==> config.mk <==
export PLATFORM = sky130hd
export DESIGN_NAME = edge_binarizer
export DESIGN_NICKNAME = d
export VERILOG_FILES = /design/src/rtl/ebin_pkg.sv /design/src/rtl/ebin_line_buf.sv /design/src/rtl/ebin_line_store.sv /design/src/rtl/ebin_cross_eval.sv /design/src/rtl/ebin_scan_ctrl.sv /design/src/rtl/edge_binarizer.sv
export SDC_FILE = /design/constraint.sdc
export NUM_CORES = 1
export LEC_CHECK = 0
export ABC_AREA = 1
export BUFFER_PORTS_ARGS = -buffer_cell sky130_fd_sc_hd__buf_2
export CORE_MARGIN = 4
export CORE_UTILIZATION = 43
export DETAILED_ROUTE_END_ITERATION = 8
export GPL_ROUTABILITY_DRIVEN = 0
export HOLD_SLACK_MARGIN = 0.08
export PLACE_DENSITY_LB_ADDON = 0.15
export SLEW_MARGIN = 20
export SYNTH_ARGS = -nofsm -noshare
export SYNTH_HDL_FRONTEND = slang
export SYNTH_SLANG_ARGS = --single-unit
==> constraint.sdc <==
create_clock -name clk -period 9.85 [get_ports clk]
set_input_delay 0.4925 -clock clk [delete_from_list [all_inputs] [get_ports clk]]
set_output_delay 0.4925 -clock clk [all_outputs]
set_load 0.01 [all_outputs]
==> src/rtl/ebin_pkg.sv <==
`timescale 1ns/1ps
package ebin_pkg;

  typedef enum logic [1:0] {
    PH_IDLE  = 2'd0,
    PH_RUN   = 2'd1,
    PH_DRAIN = 2'd2
  } phase_e;

  // Accepted-pixel lag between an input index and the result it completes.
  function automatic int pix_lag(input int img_w);
    return img_w + 1;
  endfunction

  // Largest response magnitude for a given pixel width.
  function automatic int resp_peak(input int pix_w);
    return 4 * ((1 << pix_w) - 1);
  endfunction

endpackage

==> src/rtl/ebin_line_buf.sv <==
`timescale 1ns/1ps
module ebin_line_buf #(
  parameter int DEPTH = 20,
  parameter int DW    = 8,
  parameter int AW    = $clog2(DEPTH)
) (
  input  logic          clk,
  input  logic          we,
  input  logic [AW-1:0] addr,
  input  logic [DW-1:0] wdata,
  output logic [DW-1:0] rdata
);

  logic [DW-1:0] mem [DEPTH];

  // Read returns the stored value before this cycle's write lands.
  assign rdata = mem[addr];

  always_ff @(posedge clk) begin
    if (we) mem[addr] <= wdata;
  end

endmodule

==> src/rtl/ebin_line_store.sv <==
`timescale 1ns/1ps
module ebin_line_store #(
  parameter int DEPTH = 20,
  parameter int DW    = 8,
  parameter int ROWS  = 2,
  parameter int AW    = $clog2(DEPTH)
) (
  input  logic                     clk,
  input  logic                     we,
  input  logic [AW-1:0]            col,
  input  logic [DW-1:0]            pix,
  output logic [ROWS-1:0][DW-1:0]  above
);

  // above[0] is one row up, above[1] two rows up, and so on.
  for (genvar k = 0; k < ROWS; k++) begin : g_row
    logic [DW-1:0] wd;
    if (k == 0) begin : g_first
      assign wd = pix;
    end else begin : g_chain
      assign wd = above[k-1];
    end
    ebin_line_buf #(.DEPTH(DEPTH), .DW(DW), .AW(AW)) u_buf (
      .clk   (clk),
      .we    (we),
      .addr  (col),
      .wdata (wd),
      .rdata (above[k])
    );
  end

endmodule

==> src/rtl/ebin_cross_eval.sv <==
`timescale 1ns/1ps
module ebin_cross_eval #(
  parameter int DW = 8,
  parameter int RW = DW + 3
) (
  input  logic [DW-1:0]        up,
  input  logic [DW-1:0]        left,
  input  logic [DW-1:0]        ctr,
  input  logic [DW-1:0]        right,
  input  logic [DW-1:0]        down,
  input  logic signed [RW-1:0] thr,
  output logic signed [RW-1:0] resp,
  output logic                 hit
);

  logic signed [RW-1:0] ctr_x4;
  logic signed [RW-1:0] ring;
  logic signed [RW-1:0] pair_v;
  logic signed [RW-1:0] pair_h;

  always_comb begin
    ctr_x4 = $signed(RW'({ctr, 2'b00}));
    pair_v = $signed(RW'(up)) + $signed(RW'(down));
    pair_h = $signed(RW'(left)) + $signed(RW'(right));
    ring   = pair_v + pair_h;
    resp   = ctr_x4 - ring;
    hit    = (resp >= thr);
  end

endmodule

==> src/rtl/ebin_scan_ctrl.sv <==
`timescale 1ns/1ps
module ebin_scan_ctrl
  import ebin_pkg::*;
#(
  parameter int IMG_W = 20,
  parameter int IMG_H = 12,
  parameter int CW    = $clog2(IMG_W),
  parameter int RWD   = $clog2(IMG_H)
) (
  input  logic          clk,
  input  logic          rst_n,
  input  logic          in_valid,
  input  logic          in_sof,
  input  logic          slot_free,
  output logic          in_ready,
  output logic          lb_we,
  output logic [CW-1:0] cur_col,
  output logic          emit,
  output logic          emit_zero,
  output logic          emit_border,
  output logic          emit_first
);

  localparam int            LAG      = pix_lag(IMG_W);
  localparam int            DRW      = $clog2(LAG + 1);
  localparam logic [CW-1:0]  LAST_COL = CW'(IMG_W - 1);
  localparam logic [RWD-1:0] LAST_ROW = RWD'(IMG_H - 1);

  phase_e         phase_q;
  logic [CW-1:0]  icol_q, ocol_q;
  logic [RWD-1:0] irow_q, orow_q;
  logic [DRW-1:0] drain_q;

  logic take, run_px, primed, emit_px, last_px;

  assign in_ready = slot_free && (phase_q != PH_DRAIN);
  assign take     = in_valid && in_ready;
  assign run_px   = take && !in_sof && (phase_q == PH_RUN);
  assign lb_we    = take && (in_sof || (phase_q == PH_RUN));
  assign cur_col  = in_sof ? '0 : icol_q;

  // A result exists once the input has reached index IMG_W+1.
  assign primed    = (irow_q > RWD'(1)) || ((irow_q == RWD'(1)) && (icol_q != '0));
  assign emit_px   = run_px && primed;
  assign emit_zero = (phase_q == PH_DRAIN) && slot_free;
  assign emit      = emit_px || emit_zero;
  assign last_px   = run_px && (irow_q == LAST_ROW) && (icol_q == LAST_COL);

  assign emit_border = (orow_q == '0) || (orow_q == LAST_ROW) ||
                       (ocol_q == '0) || (ocol_q == LAST_COL);
  assign emit_first  = (orow_q == '0) && (ocol_q == '0);

  always_ff @(posedge clk or negedge rst_n) begin
    if (!rst_n) begin
      phase_q <= PH_IDLE;
      icol_q  <= '0;
      irow_q  <= '0;
      ocol_q  <= '0;
      orow_q  <= '0;
      drain_q <= '0;
    end else if (take && in_sof) begin
      phase_q <= PH_RUN;
      icol_q  <= CW'(1);
      irow_q  <= '0;
      ocol_q  <= '0;
      orow_q  <= '0;
    end else begin
      if (run_px) begin
        if (icol_q == LAST_COL) begin
          icol_q <= '0;
          irow_q <= (irow_q == LAST_ROW) ? '0 : irow_q + RWD'(1);
        end else begin
          icol_q <= icol_q + CW'(1);
        end
        if (last_px) begin
          phase_q <= PH_DRAIN;
          drain_q <= DRW'(LAG);
        end
      end
      if (emit) begin
        if (ocol_q == LAST_COL) begin
          ocol_q <= '0;
          orow_q <= (orow_q == LAST_ROW) ? '0 : orow_q + RWD'(1);
        end else begin
          ocol_q <= ocol_q + CW'(1);
        end
      end
      if (emit_zero) begin
        drain_q <= drain_q - DRW'(1);
        if (drain_q == DRW'(1)) phase_q <= PH_IDLE;
      end
    end
  end

  AST_POS_IN_RANGE: assert property (@(posedge clk) disable iff (!rst_n)
    (icol_q < CW'(IMG_W)) && (irow_q < RWD'(IMG_H)) &&
    (ocol_q < CW'(IMG_W)) && (orow_q < RWD'(IMG_H)));

  AST_LAST_PIXEL_CLOSES_INPUT: assert property (@(posedge clk) disable iff (!rst_n)
    last_px |=> !in_ready);

endmodule

==> src/rtl/edge_binarizer.sv <==
`timescale 1ns/1ps
module edge_binarizer
  import ebin_pkg::*;
#(
  parameter int IMG_W = 20,
  parameter int IMG_H = 12,
  parameter int PIX_W = 8
) (
  input  logic                    clk,
  input  logic                    rst_n,
  input  logic signed [PIX_W+2:0] thresh,
  input  logic                    in_valid,
  output logic                    in_ready,
  input  logic [PIX_W-1:0]        in_pix,
  input  logic                    in_sof,
  output logic                    out_valid,
  input  logic                    out_ready,
  output logic                    out_edge,
  output logic                    out_sof
);

  localparam int RW   = PIX_W + 3;
  localparam int CW   = $clog2(IMG_W);
  localparam int PEAK = resp_peak(PIX_W);

  logic                       slot_free, lb_we, emit, emit_zero, emit_border, emit_first;
  logic [CW-1:0]              cur_col;
  logic [1:0][PIX_W-1:0]      above;
  logic [PIX_W-1:0]           up_q, mid1_q, mid2_q, dn_q;
  logic signed [RW-1:0]       resp;
  logic                       hit;

  assign slot_free = !out_valid || out_ready;

  ebin_scan_ctrl #(.IMG_W(IMG_W), .IMG_H(IMG_H)) u_ctrl (
    .clk         (clk),
    .rst_n       (rst_n),
    .in_valid    (in_valid),
    .in_sof      (in_sof),
    .slot_free   (slot_free),
    .in_ready    (in_ready),
    .lb_we       (lb_we),
    .cur_col     (cur_col),
    .emit        (emit),
    .emit_zero   (emit_zero),
    .emit_border (emit_border),
    .emit_first  (emit_first)
  );

  ebin_line_store #(.DEPTH(IMG_W), .DW(PIX_W), .ROWS(2)) u_rows (
    .clk   (clk),
    .we    (lb_we),
    .col   (cur_col),
    .pix   (in_pix),
    .above (above)
  );

  // Window centred one row up and one column left of the incoming pixel.
  always_ff @(posedge clk or negedge rst_n) begin
    if (!rst_n) begin
      up_q   <= '0;
      mid1_q <= '0;
      mid2_q <= '0;
      dn_q   <= '0;
    end else if (lb_we) begin
      up_q   <= above[1];
      mid1_q <= above[0];
      mid2_q <= mid1_q;
      dn_q   <= in_pix;
    end
  end

  ebin_cross_eval #(.DW(PIX_W), .RW(RW)) u_eval (
    .up    (up_q),
    .left  (mid2_q),
    .ctr   (mid1_q),
    .right (above[0]),
    .down  (dn_q),
    .thr   (thresh),
    .resp  (resp),
    .hit   (hit)
  );

  always_ff @(posedge clk or negedge rst_n) begin
    if (!rst_n) begin
      out_valid <= 1'b0;
      out_edge  <= 1'b0;
      out_sof   <= 1'b0;
    end else if (emit) begin
      out_valid <= 1'b1;
      out_edge  <= !emit_zero && !emit_border && hit;
      out_sof   <= emit_first;
    end else if (out_ready) begin
      out_valid <= 1'b0;
    end
  end

  AST_HOLD_WHILE_STALLED: assert property (@(posedge clk) disable iff (!rst_n)
    (out_valid && !out_ready) |=> (out_valid && $stable(out_edge) && $stable(out_sof)));

  AST_FULL_BLOCKS_INPUT: assert property (@(posedge clk) disable iff (!rst_n)
    (out_valid && !out_ready) |-> !in_ready);

  AST_SOF_AT_BORDER: assert property (@(posedge clk) disable iff (!rst_n)
    (out_valid && out_sof) |-> !out_edge);

  AST_RESP_BOUND: assert property (@(posedge clk) disable iff (!rst_n)
    lb_we |-> ((resp <= RW'(PEAK)) && (resp >= -RW'(PEAK))));

endmodule

==> results by group, run 1 <==
Run status
  • Status: finished clean

Global route
  • First-pass GRT wire length: 70.0 mm
  • GRT overflow: 0
  • Antenna violations before repair: 0
  • Largest net degree at the start of global routing: 66
  • Vias in the first global route: 11628
  • Gr usage total: 20.8%

Power
  • Worst VDD drop: 268 uV
  • PD cells: 301 mW/mm^2
  • P_leak: 0.00821 uW
  • Overall Power: 5870 uW

STA
  • Relative slew slack: 30.1%
  • Actual slew at the worst max-slew pin: 1.05 ns
  • Final min period: 7.39 ns
  • Endpoints failing hold: 0
  • Sum Neg Setup Slack: 0 ns
  • Unrepaired setup endpoints after global routing: no
  • Post-route clock period utilization: 75.0%
  • Pins Over Slew Limit: 0
  • Setup violators final: 0
  • Setup Skew: 0.0211 ns
  • F_max: 0.135 GHz

Logic synthesis
  • Syn_area_per_cell: 10.0 um^2
  • Share of the synthesized area in the top cell type: 55.2%
  • Commonest cells post-synth: 571 x nand2_1, 320 x edfxtp_1, 186 x nor2_1, 152 x inv_1, 126 x nand3_1
  • Main synth FF type: edfxtp_1
  • Yosys reg bits: 380
  • Post-synthesis sequential area ratio: 63.9%
  • Async set or reset register ratio after synthesis: 15.8%
  • Mapped Area: 0.0174 mm^2
  • Synth area leaders: edfxtp_1 55%, nand2_1 12%, dfrtp_1 8.6%
  • Syn Nets: 1814
  • Synth area leader: edfxtp_1
  • Yosys cell types: 37
  • Cells after synthesis: 1731
  • EDFF count, synth: 320
  • Synthesis Warnings: 0
  • Count leader, synth: nand2_1

Die
  • Die X: 209 um
  • Std cell rows: 73
  • Vert. Die Dim: 209 um
  • Top Ports: 28
  • Initial Util: 43.7%
  • Core area: 0.0398 mm^2
  • Die area: 0.0437 mm^2

Critical path
  • Crit path kind: flop to flop
  • Slowest CP cell: dfrtp_1
  • Delay-heaviest family, CP: simple AND/OR/NAND/NOR gates
  • CP max FO: 59
  • FF-to-FF setup slack: 2.46 ns
  • Nature of the critical path endpoint: flop
  • CP most frequent cell: nand2_1
  • Critical path arrival: 7.84 ns
  • CP Buf/Inv Count: 4
  • CP required: 10.30 ns
  • Slowest Stage Delay on Critical Path: 1.03 ns
  • Startpoint types: flop

Clocking
  • CTS Buf Count: 41
  • Htree depth: 2
  • Post-CTS sizing: 0
  • Clock Latency Late Sink: 0.55 ns
  • Clock Sinks: 380
  • Post-CTS Hold Fix Bufs: 0
  • Setup bufs post-CTS: 0
  • TritonCTS clock tree: done
  • Worst-path clk slew: 0.06 ns
  • Clk buf depth: 3
  • Clock Tree Root: clkbuf_16

Route
  • DR WL/cell: 19.4 um
  • Initial DRC count: 983
  • Via/cell ratio: 5.14
  • WL final: 45.2 mm
  • Vias after detailed routing: 12012
  • Drt drc: 0
  • DRT antenna net count: 0
  • DRT Pass-1 Iters: 5

Layout
  • Final nets: 1861
  • Area delta synth->final: 12.1%
  • Antenna Cells: 0
  • Share of post-route cells with drive strength above 1: 7.95%

Job
  • Max-cap viol count: 0

Placed design
  • Detailed placer's ending HPWL: 28.6 mm
  • IO Port Bufs: 27

Worst hold path
  • Hold crit path type: input port to asynchronous set/reset pin
final cells by class:
class | instances | area, um^2
timing repair buffer | 62 | 398
clock inverter | 26 | 163
clock buffer | 50 | 1120
sequential | 380 | 11100
tap | 525 | 657
multi-input combinational | 1133 | 5450
fill | 3763 | 20300
inverter | 160 | 601
worst paths after layout:
check / cells past startpoint / from / endpoint
worst min register to register: 2 / out_sof / out_sof
worst min-delay path: 2 / rst_n / mid2_q[5]
worst max-delay path: 31 / u_ctrl.icol_q[0] / out_edge
min in group clk: 6 / out_ready / out_valid
worst max register to register: 31 / u_ctrl.icol_q[0] / out_edge
max in group asynchronous: 2 / rst_n / u_ctrl.drain_q[4]
kinds of logic after synthesis:
group                    after synthesis  share of synthesized area (%)
adder cells (fa/ha/maj)               59                           4.68
flip-flops                           380                           63.9
XOR/XNOR                              24                           1.21
AND/OR/NAND/NOR                      934                           21.8
buffers and inverters                218                           4.93
AO/OA/AOI/OAI                        116                           3.50
worst register-to-register path, delay by kind of cell (launching register included):
kind / cells / cell delay [ns]
xor+xnor: 1 / 0.17
fa+ha+maj: 4 / 1.53
compound gates: 5 / 0.67
simple gates: 17 / 3.31
flops: 1 / 1.03
buf+inv: 4 / 0.54
stage by stage:
stage                     util, %  instances  setup slack, ns  hold slack, ns  instance area, um^2
after CTS                    49.0       2336             2.43           0.145                19500
after global placement       45.7       2260             2.55           0.462                18200
after floorplan                 -       1731             4.50           0.197                17400
final                        49.0       2336             2.46          0.0814                19500
after detailed placement     45.7       2260             2.42           0.466                18200
after global routing         49.0       2336             1.80           0.185                19500
power by group:
group          leakage, uW  internal, uW  switching, uW
sequential         0.00363          1920           57.9
clock             0.000645           840            633
combinational      0.00394           898           1520
total              0.00821          3660           2210
metal layers:
metal  GRT usage (%)  share of wire [%]  wire length [um]  up-vias
met1            30.4                 46             20600     5801
met3            2.96                5.9              2660       68
met4            6.35                2.9              1300        0
met2            32.4                 46             20700      333
met5               0                  0                 0        -
li1                -                  -                 -     5810
cell usage in the layout, fill, tap and decap left out, drive strengths merged, types with 15 or more instances in the layout:
| cell | Yosys | final |
|---|---|---|
| a21oi | 48 | 48 |
| buf | 38 | 62 |
| clkbuf | 20 | 50 |
| clkinv | 0 | 23 |
| dfrtp | 60 | 60 |
| edfxtp | 320 | 320 |
| ha | 49 | 49 |
| inv | 160 | 162 |
| nand2 | 573 | 573 |
| nand3 | 126 | 126 |
| nand4 | 15 | 15 |
| nor2 | 189 | 189 |
| nor3 | 17 | 17 |
| o21ai | 55 | 55 |
| xor2 | 20 | 20 |
registers in the layout, indices dropped and copies added, names as in the netlist, 2 cells and up:
name and count:
mid1_q 8, u_ctrl.irow_q 4, u_ctrl.drain_q 5, dn_q 8
mid2_q 8, u_ctrl.phase_q 2, u_ctrl.ocol_q 5, u_rows.g_row.u_buf.mem 320
u_ctrl.icol_q 5, up_q 8, u_ctrl.orow_q 4
Power figures use the tool's default switching activity.
==> run 2: changes to the inputs <==
ABC_AREA = 0   (was 1)
clock period = 6.4 ns   (was 9.85 ns; I/O delays follow)
==> results by group, run 2 <==
Route
  • DR WL/cell: 24.1 um (was 19.4 um)
  • Met2 wire length: 21.4 mm (was 20.7 mm)
  • DRT met1 WL: 19.1 mm (was 20.6 mm)
  • Vias after detailed routing: 10321 (was 12012)
  • DRT Pass-1 Iters: 5 (unchanged)
  • Via/cell ratio: 5.65 (was 5.14)
  • DRT antenna net count: 0 (unchanged)
  • WL final: 43.9 mm (was 45.2 mm)
  • Highest metal used: met4 (unchanged)
  • Initial DRC count: 897 (was 983)
  • Drt drc: 0 (unchanged)
  • WL met3: 2.65 mm (was 2.66 mm)

Power
  • P_int: 5370 uW (was 3660 uW)
  • Overall Power: 8080 uW (was 5870 uW)
  • Gate power share: 36.1% (was 41.2%)
  • P_leak: 0.00696 uW (was 0.00821 uW)
  • Sequential fraction of design power: 36.4% (was 33.7%)
  • Net Sw Power: 2710 uW (was 2210 uW)
  • Worst VDD drop: 290 uV (was 268 uV)
  • PD cells: 417 mW/mm^2 (was 301 mW/mm^2)
  • Switching Share: 33.6% (was 37.6%)
  • Clk pwr share: 27.4% (was 25.1%)

STA
  • Relative slew slack: 27.8% (was 30.1%)
  • Unrepaired setup endpoints after global routing: no (unchanged)
  • Final min period: 5.93 ns (was 7.39 ns)
  • F_max: 0.169 GHz (was 0.135 GHz)
  • Actual slew at the worst max-slew pin: 1.08 ns (was 1.05 ns)
  • Sum Neg Setup Slack: 0 ns (unchanged)
  • Setup violators final: 0 (unchanged)
  • Post-route clock period utilization: 92.6% (was 75.0%)
  • Setup Skew: 0.0213 ns (was 0.0211 ns)
  • Endpoints failing hold: 0 (unchanged)
  • Worst setup margin: 0.475 ns (was 2.46 ns)
  • Pins Over Slew Limit: 0 (unchanged)

Placed design
  • Placed insts: 1746 (was 2260)
  • IO Port Bufs: 27 (unchanged)
  • Post-Place Worst Slack: 0.225 ns (was 2.42 ns)
  • Detailed placer's ending HPWL: 29.2 mm (was 28.6 mm)

Logic synthesis
  • Yosys cell types: 75 (was 37)
  • Post-synthesis sequential area ratio: 65.3% (was 63.9%)
  • Count leader, synth: edfxtp_1 (was nand2_1)
  • Commonest cells post-synth: 320 x edfxtp_1, 78 x nand2_1, 75 x nor2_1, 74 x mux2i_1, 60 x dfrtp_1 (was 571 x nand2_1, 320 x edfxtp_1, 186 x nor2_1, 152 x inv_1, 126 x nand3_1)
  • Synth area leader: edfxtp_1 (unchanged)
  • EDFF count, synth: 320 (unchanged)
  • Mapped Area: 0.0170 mm^2 (was 0.0174 mm^2)
  • Async set or reset register ratio after synthesis: 15.8% (unchanged)
  • Yosys reg bits: 380 (unchanged)
  • Synthesis Warnings: 0 (unchanged)
  • Syn Nets: 1273 (was 1814)
  • Share of the synthesized area in the top cell type: 56.5% (was 55.2%)
  • Main synth FF type: edfxtp_1 (unchanged)
  • Cells after synthesis: 1190 (was 1731)
  • Synth area leaders: edfxtp_1 56%, dfrtp_1 8.8%, mux2i_1 4.4% (was edfxtp_1 55%, nand2_1 12%, dfrtp_1 8.6%)
  • Syn_area_per_cell: 14.3 um^2 (was 10.0 um^2)

Layout
  • Filler cell count in the final layout: 3390 (was 3763)
  • Most common cell after layout, fill and taps aside: edfxtp_1 (was nand2_1)
  • Area delta synth->final: 13.8% (was 12.1%)
  • Most frequent cells in the layout: 320 x edfxtp_1, 78 x nand2_1, 74 x mux2i_1, 73 x nor2_1, 64 x buf_4 (was 571 x nand2_1, 320 x edfxtp_1, 185 x nor2_1, 152 x inv_1, 126 x nand3_1)
  • Non-filler cells, final: 1826 (was 2336)
  • Max reg flops: 320 (unchanged)
  • Largest Register: u_rows.g_row.u_buf.mem (unchanged)
  • Share of post-route cells with drive strength above 1: 16.8% (was 7.95%)
  • Final nets: 1357 (was 1861)

Worst hold path
  • Hold crit path type: input port to flop (was input port to asynchronous set/reset pin)

Clocking
  • Clock Latency Late Sink: 0.55 ns (about the same)
  • Htree depth: 2 (unchanged)
  • CTS Buf Count: 41 (unchanged)
  • Clock Sinks: 380 (unchanged)
  • Worst-path clk slew: 0.06 ns (about the same)
  • Clk buf depth: 3 (unchanged)
  • TritonCTS clock tree: done (unchanged)
  • Clock Tree Root: clkbuf_16 (unchanged)

Critical path
  • Nature of the critical path endpoint: flop (unchanged)
  • Startpoint types: flop (unchanged)
  • Crit path kind: flop to flop (unchanged)
  • Critical path arrival: 6.37 ns (was 7.84 ns)
  • CP required: 6.85 ns (was 10.30 ns)
  • CP max FO: 23 (was 59)

Global route
  • Gr usage total: 20.5% (was 20.8%)
  • Antenna violations before repair: 0 (unchanged)
  • GRT overflow: 0 (unchanged)
  • Vias in the first global route: 10266 (was 11628)
  • First-pass GRT wire length: 65.1 mm (was 70.0 mm)
  • Largest net degree at the start of global routing: 61 (was 66)

Die
  • Die area: 0.0428 mm^2 (was 0.0437 mm^2)
  • Die X: 207 um (was 209 um)
  • Vert. Die Dim: 207 um (was 209 um)
  • Initial Util: 43.7% (about the same)
  • Std cell rows: 72 (was 73)
  • Top Ports: 28 (unchanged)
  • Core area: 0.0389 mm^2 (was 0.0398 mm^2)

Job
  • Max-cap viol count: 0 (unchanged)

Run status
  • Status: finished clean (unchanged)
run 2: routing by layer:
metal	global-route usage (%)	vias up
met5	0	-
met4	4.49	0
met3	3.33	60
met2	34.2	273
met1	28.6	5246
li1	-	4742
run 2: final timing paths:
| kind | from | cells after the start | to | slack, ns |
|---|---|---|---|---|
| max | u_ctrl.icol_q[0] | 23 | out_edge | 0.47 |
| min | out_ready | 4 | out_valid | 0.13 |
| max reg2reg | u_ctrl.icol_q[0] | 23 | out_edge | 0.47 |
| min reg2reg | dn_q[2] | 2 | dn_q[2] | 0.49 |
| max in group asynchronous | rst_n | 3 | u_ctrl.icol_q[1] | 5.28 |
| min in group asynchronous | rst_n | 3 | out_edge | 0.48 |
run 2: logic make-up (layout without fill, tap and decap cells):
family / after synthesis / after routing / share of synthesized area [%]
flip-flops: 380 / 380 / 65.3
buffers and inverters: 109 / 224 / 3.31
AND/OR/NAND/NOR: 262 / 262 / 7.70
other: 0 / 3 / 0
XOR/XNOR: 17 / 17 / 0.875
adder cells (fa/ha/maj): 59 / 59 / 4.78
multiplexers: 114 / 114 / 7.79
AO/OA/AOI/OAI: 249 / 249 / 10.3
run 2: worst max-delay path: stages, from the launching register on:
cell      delay (ns)
dfrtp_4         0.64
or3b_1          0.55
o22ai_1         0.27
nor2_1          0.13
a211oi_4        0.37
ha_1            0.35
a21o_1          0.18
a21oi_1         0.22
nor2b_1         0.09
o31ai_1         0.26
a21boi_1        0.25
fa_1            0.43
inv_1           0.07
ha_1            0.26
o21ai_0         0.24
nand2b_1        0.12
a21oi_1         0.17
a21oi_1         0.07
xor2_1          0.16
ha_1            0.29
nand4_1         0.11
nor4_1          0.29
nor3_1          0.08
o21ai_0         0.21
run 2: through the flow:
stage	instance area (um^2)	hold slack (ns)	utilization, %
after floorplan	17000	0.0244	-
after global placement	18100	0.468	46.4
after detailed placement	18100	0.474	46.4
after CTS	19300	0.112	49.6
after global routing	19400	0.142	49.7
final	19400	0.128	49.8
run 2: power by group through the flow:
stage          Combinational [uW]  Clock, uW  Sequential, uW
2_1_floorplan                2170          0            2960
3_3_place_gp                 2860          0            3010
3_5_place_dp                 2900          0            3010
4_1_cts                      2920       2270            2960
5_1_grt                      3320       2370            2950
6_report                     2920       2220            2950
run 2: layout make-up:
class	count	area (um^2)	area share, %
tap	518	648	3.35
antenna	3	7.51	0.0388
multi-input combinational	701	5470	28.2
clock inverter	19	161	0.833
inverter	55	206	1.07
timing repair buffer	95	681	3.51
clock buffer	55	1080	5.57
sequential	380	11100	57.4
run 2: repair_timing:
item,in CTS,in global routing
setup endpoints to repair,0,1
resized for setup,0,4
setup buffers,0,2
hold buffers,1,0
hold endpoints to repair,60,0
==> run 3: changes to the inputs <==
CORE_UTILIZATION = 55   (was 43)
==> results by group, run 3 (synthesized netlist as in run 2, its figures left out) <==
Run status
  • Status: finished clean (unchanged)

Critical path
  • FF-to-FF setup slack: 0.42 ns (was 0.47 ns)
  • CP max FO: 22 (was 23)
  • Slowest Stage Delay on Critical Path: 0.51 ns (was 0.64 ns)
  • Slowest CP cell: fa_1 (was dfrtp_4)
  • Critical path arrival: 6.42 ns (was 6.37 ns)
  • CP Buf/Inv Count: 3 (was 1)
  • CP required: 6.84 ns (was 6.85 ns)
  • Startpoint types: flop (unchanged)
  • Crit path kind: flop to flop (unchanged)
  • Length in cells of the worst reg-to-reg path: 23 (unchanged)
  • Reg-to-Reg Start: u_ctrl.icol_q[0] (unchanged)
  • CP most frequent cell: ha_1
  • Crit path cell chain: buf_4 -> nand2b_1 -> a2bb2oi_1 -> o221ai_1 -> a211oi_2 -> buf_4 -> ha_1 -> a21o_1 -> a21oi_1 -> xnor2_1 -> fa_1 -> inv_1 -> ha_1 -> nor2b_1 -> o21a_1 -> o21ai_0 -> a21oi_1 -> xor2_1 -> ha_1 -> nand4_1 -> nor4_1 -> nor3_1 -> o21ai_0 (was or3b_1 -> o22ai_1 -> nor2_1 -> a211oi_4 -> ha_1 -> a21o_1 -> a21oi_1 -> nor2b_1 -> o31ai_1 -> a21boi_1 -> fa_1 -> inv_1 -> ha_1 -> o21ai_0 -> nand2b_1 -> a21oi_1 -> a21oi_1 -> xor2_1 -> ha_1 -> nand4_1 -> nor4_1 -> nor3_1 -> o21ai_0)
  • Delay-heaviest family, CP: compound AO/OA/AOI/OAI gates (unchanged)
  • Nature of the critical path endpoint: flop (unchanged)
  • Reg-to-Reg End: out_edge (unchanged)

Clocking
  • Clock Tree Root: clkbuf_16 (unchanged)
  • Clk buf depth: 3 (unchanged)
  • Clock Sinks: 380 (unchanged)
  • Worst-path clk slew: 0.06 ns (about the same)
  • Clock Latency Late Sink: 0.54 ns (was 0.55 ns)
  • CTS Buf Count: 40 (was 41)
  • TritonCTS clock tree: done (unchanged)
  • Htree depth: 2 (unchanged)

Die
  • Die X: 184 um (was 207 um)
  • Die area: 0.0338 mm^2 (was 0.0428 mm^2)
  • Std cell rows: 64 (was 72)
  • Initial Util: 55.6% (was 43.7%)
  • Top Ports: 28 (unchanged)
  • Core area: 0.0306 mm^2 (was 0.0389 mm^2)
  • Vert. Die Dim: 184 um (was 207 um)

Route
  • DR WL/cell: 25.3 um (was 24.1 um)
  • Drt drc: 0 (unchanged)
  • Initial DRC count: 974 (was 897)
  • Via/cell ratio: 6.23 (was 5.65)
  • DRT antenna net count: 0 (unchanged)
  • WL final: 42.7 mm (was 43.9 mm)
  • Vias after detailed routing: 10534 (was 10321)
  • DRT Pass-1 Iters: 5 (unchanged)

Global route
  • Largest net degree at the start of global routing: 61 (unchanged)
  • First-pass GRT wire length: 64.2 mm (was 65.1 mm)
  • Antenna violations before repair: 0 (unchanged)
  • Vias in the first global route: 10494 (was 10266)
  • GRT overflow: 0 (unchanged)
  • Gr usage total: 25.3% (was 20.5%)

Power
  • Net Sw Power: 2670 uW (was 2710 uW)
  • Sequential fraction of design power: 36.3% (was 36.4%)
  • PD cells: 422 mW/mm^2 (was 417 mW/mm^2)
  • P_leak: 0.00695 uW (was 0.00696 uW)
  • Worst VDD drop: 308 uV (was 290 uV)
  • Clk pwr share: 28.1% (was 27.4%)
  • Gate power share: 35.6% (was 36.1%)
  • Switching Share: 33.0% (was 33.6%)
  • P_int: 5420 uW (was 5370 uW)

STA
  • Setup Skew: 0.0203 ns (was 0.0213 ns)
  • Endpoints failing hold: 0 (unchanged)
  • Sum Neg Setup Slack: 0 ns (unchanged)
  • Relative slew slack: 21.6% (was 27.8%)
  • Final min period: 5.98 ns (was 5.93 ns)
  • Pins Over Slew Limit: 0 (unchanged)
  • Post-route clock period utilization: 93.4% (was 92.6%)
  • Actual slew at the worst max-slew pin: 1.17 ns (was 1.08 ns)
  • Unrepaired setup endpoints after global routing: no (unchanged)
  • Worst setup margin: 0.421 ns (was 0.475 ns)
  • F_max: 0.167 GHz (was 0.169 GHz)
  • Setup violators final: 0 (unchanged)
  • Min Hold Slack: 0.168 ns (was 0.128 ns)

Layout
  • Largest Register: u_rows.g_row.u_buf.mem (unchanged)
  • Most common cell after layout, fill and taps aside: edfxtp_1 (unchanged)
  • Antenna Cells: 0 (was 3)
  • Area delta synth->final: 12.7% (was 13.8%)
  • Max reg flops: 320 (unchanged)
  • Filler cell count in the final layout: 2315 (was 3390)
  • Most frequent cells in the layout: 320 x edfxtp_1, 78 x nand2_1, 75 x nor2_1, 74 x mux2i_1 (was 320 x edfxtp_1, 78 x nand2_1, 74 x mux2i_1, 73 x nor2_1, 64 x buf_4)
  • Share of post-route cells with drive strength above 1: 16.8% (about the same)
  • Final nets: 1349 (was 1357)

Job
  • Max-cap viol count: 0 (unchanged)

Worst hold path
  • Hold crit path type: input port to flop (unchanged)
  • Hold path depth: 4 (unchanged)
  • Endpoint of the worst hold path: out_valid (unchanged)
  • Min-delay src: out_ready (unchanged)

Placed design
  • Detailed placer's ending HPWL: 27.6 mm (was 29.2 mm)
  • Post-Place Worst Slack: 0.313 ns (was 0.225 ns)
  • IO Port Bufs: 27 (unchanged)
==> run 3: cell count changes in the layout (fill, tap and decap cells not counted), sizes merged <==
cell	delta
buf	-7
bufinv	+2
clkbuf	-8
clkinv	-1
clkinvlp	+2
diode	-3
inv	+2
==> run 3: metal layers <==
layer / wire length, um / vias to the layer above / GRT usage (%)
met5: 0 / - / 0
met4: 1300 / 0 / 7.99
met3: 3180 / 81 / 4.19
met2: 20600 / 437 / 41.7
met1: 17600 / 5291 / 34.8
li1: - / 4725 / -
==> run 3: area by class of cell <==
cell class / count / area, um^2 / share of cell area (%)
Tap cell: 396 / 495 / 2.58
Clock inverter: 24 / 238 / 1.24
Sequential cell: 380 / 11100 / 58.0
Clock buffer: 47 / 1050 / 5.47
Inverter: 55 / 206 / 1.08
Multi-Input combinational cell: 701 / 5460 / 28.5
Timing Repair Buffer: 88 / 616 / 3.21
==> run 3: stage by stage <==
step,utilization [%],instance area (um^2),instances,total power [uW]
6_report,62.7,19200,1691,8100
3_5_place_dp,58.3,17800,1616,5870
3_3_place_gp,58.3,17800,1616,5820
2_1_floorplan,-,17000,1190,5130
5_1_grt,62.7,19200,1691,8680
4_1_cts,62.6,19100,1688,8140
==> run 3: power by group through the flow <==
stage | clock, uW | combinational, uW | sequential, uW
after global placement | 0 | 2820 | 2990
final | 2270 | 2880 | 2940
after detailed placement | 0 | 2870 | 2990
after floorplan | 0 | 2170 | 2960
after global routing | 2420 | 3300 | 2950
after CTS | 2310 | 2890 | 2940
==> run 3: what timing repair did <==
| action | CTS | global route |
|---|---|---|
| hold buffers | 1 | 0 |
| setup endpoints to repair | 0 | 1 |
| buffers inserted | 0 | 3 |
| hold endpoints to repair | 60 | 0 |
| resized for setup | 0 | 7 |
==> run 3: worst min-delay path, stage by stage <==
cell	delay, ns
buf_2	0.09
nor2b_1	0.05
nor2_1	0.12
nand2_1	0.06
==> run 3: worst max-delay path by stage <==
stage | cells after the start | to | from | slack [ns]
4_1_cts | 25 | out_edge | u_ctrl.icol_q[1] | 0.27
5_1_grt | 25 | out_edge | u_ctrl.icol_q[1] | 0.003
6_report | 23 | out_edge | u_ctrl.icol_q[0] | 0.42
3_3_place_gp | 23 | out_edge | u_ctrl.icol_q[1] | 0.50
2_1_floorplan | 25 | out_edge | u_ctrl.icol_q[0] | 0.53
3_5_place_dp | 25 | out_edge | u_ctrl.icol_q[1] | 0.31
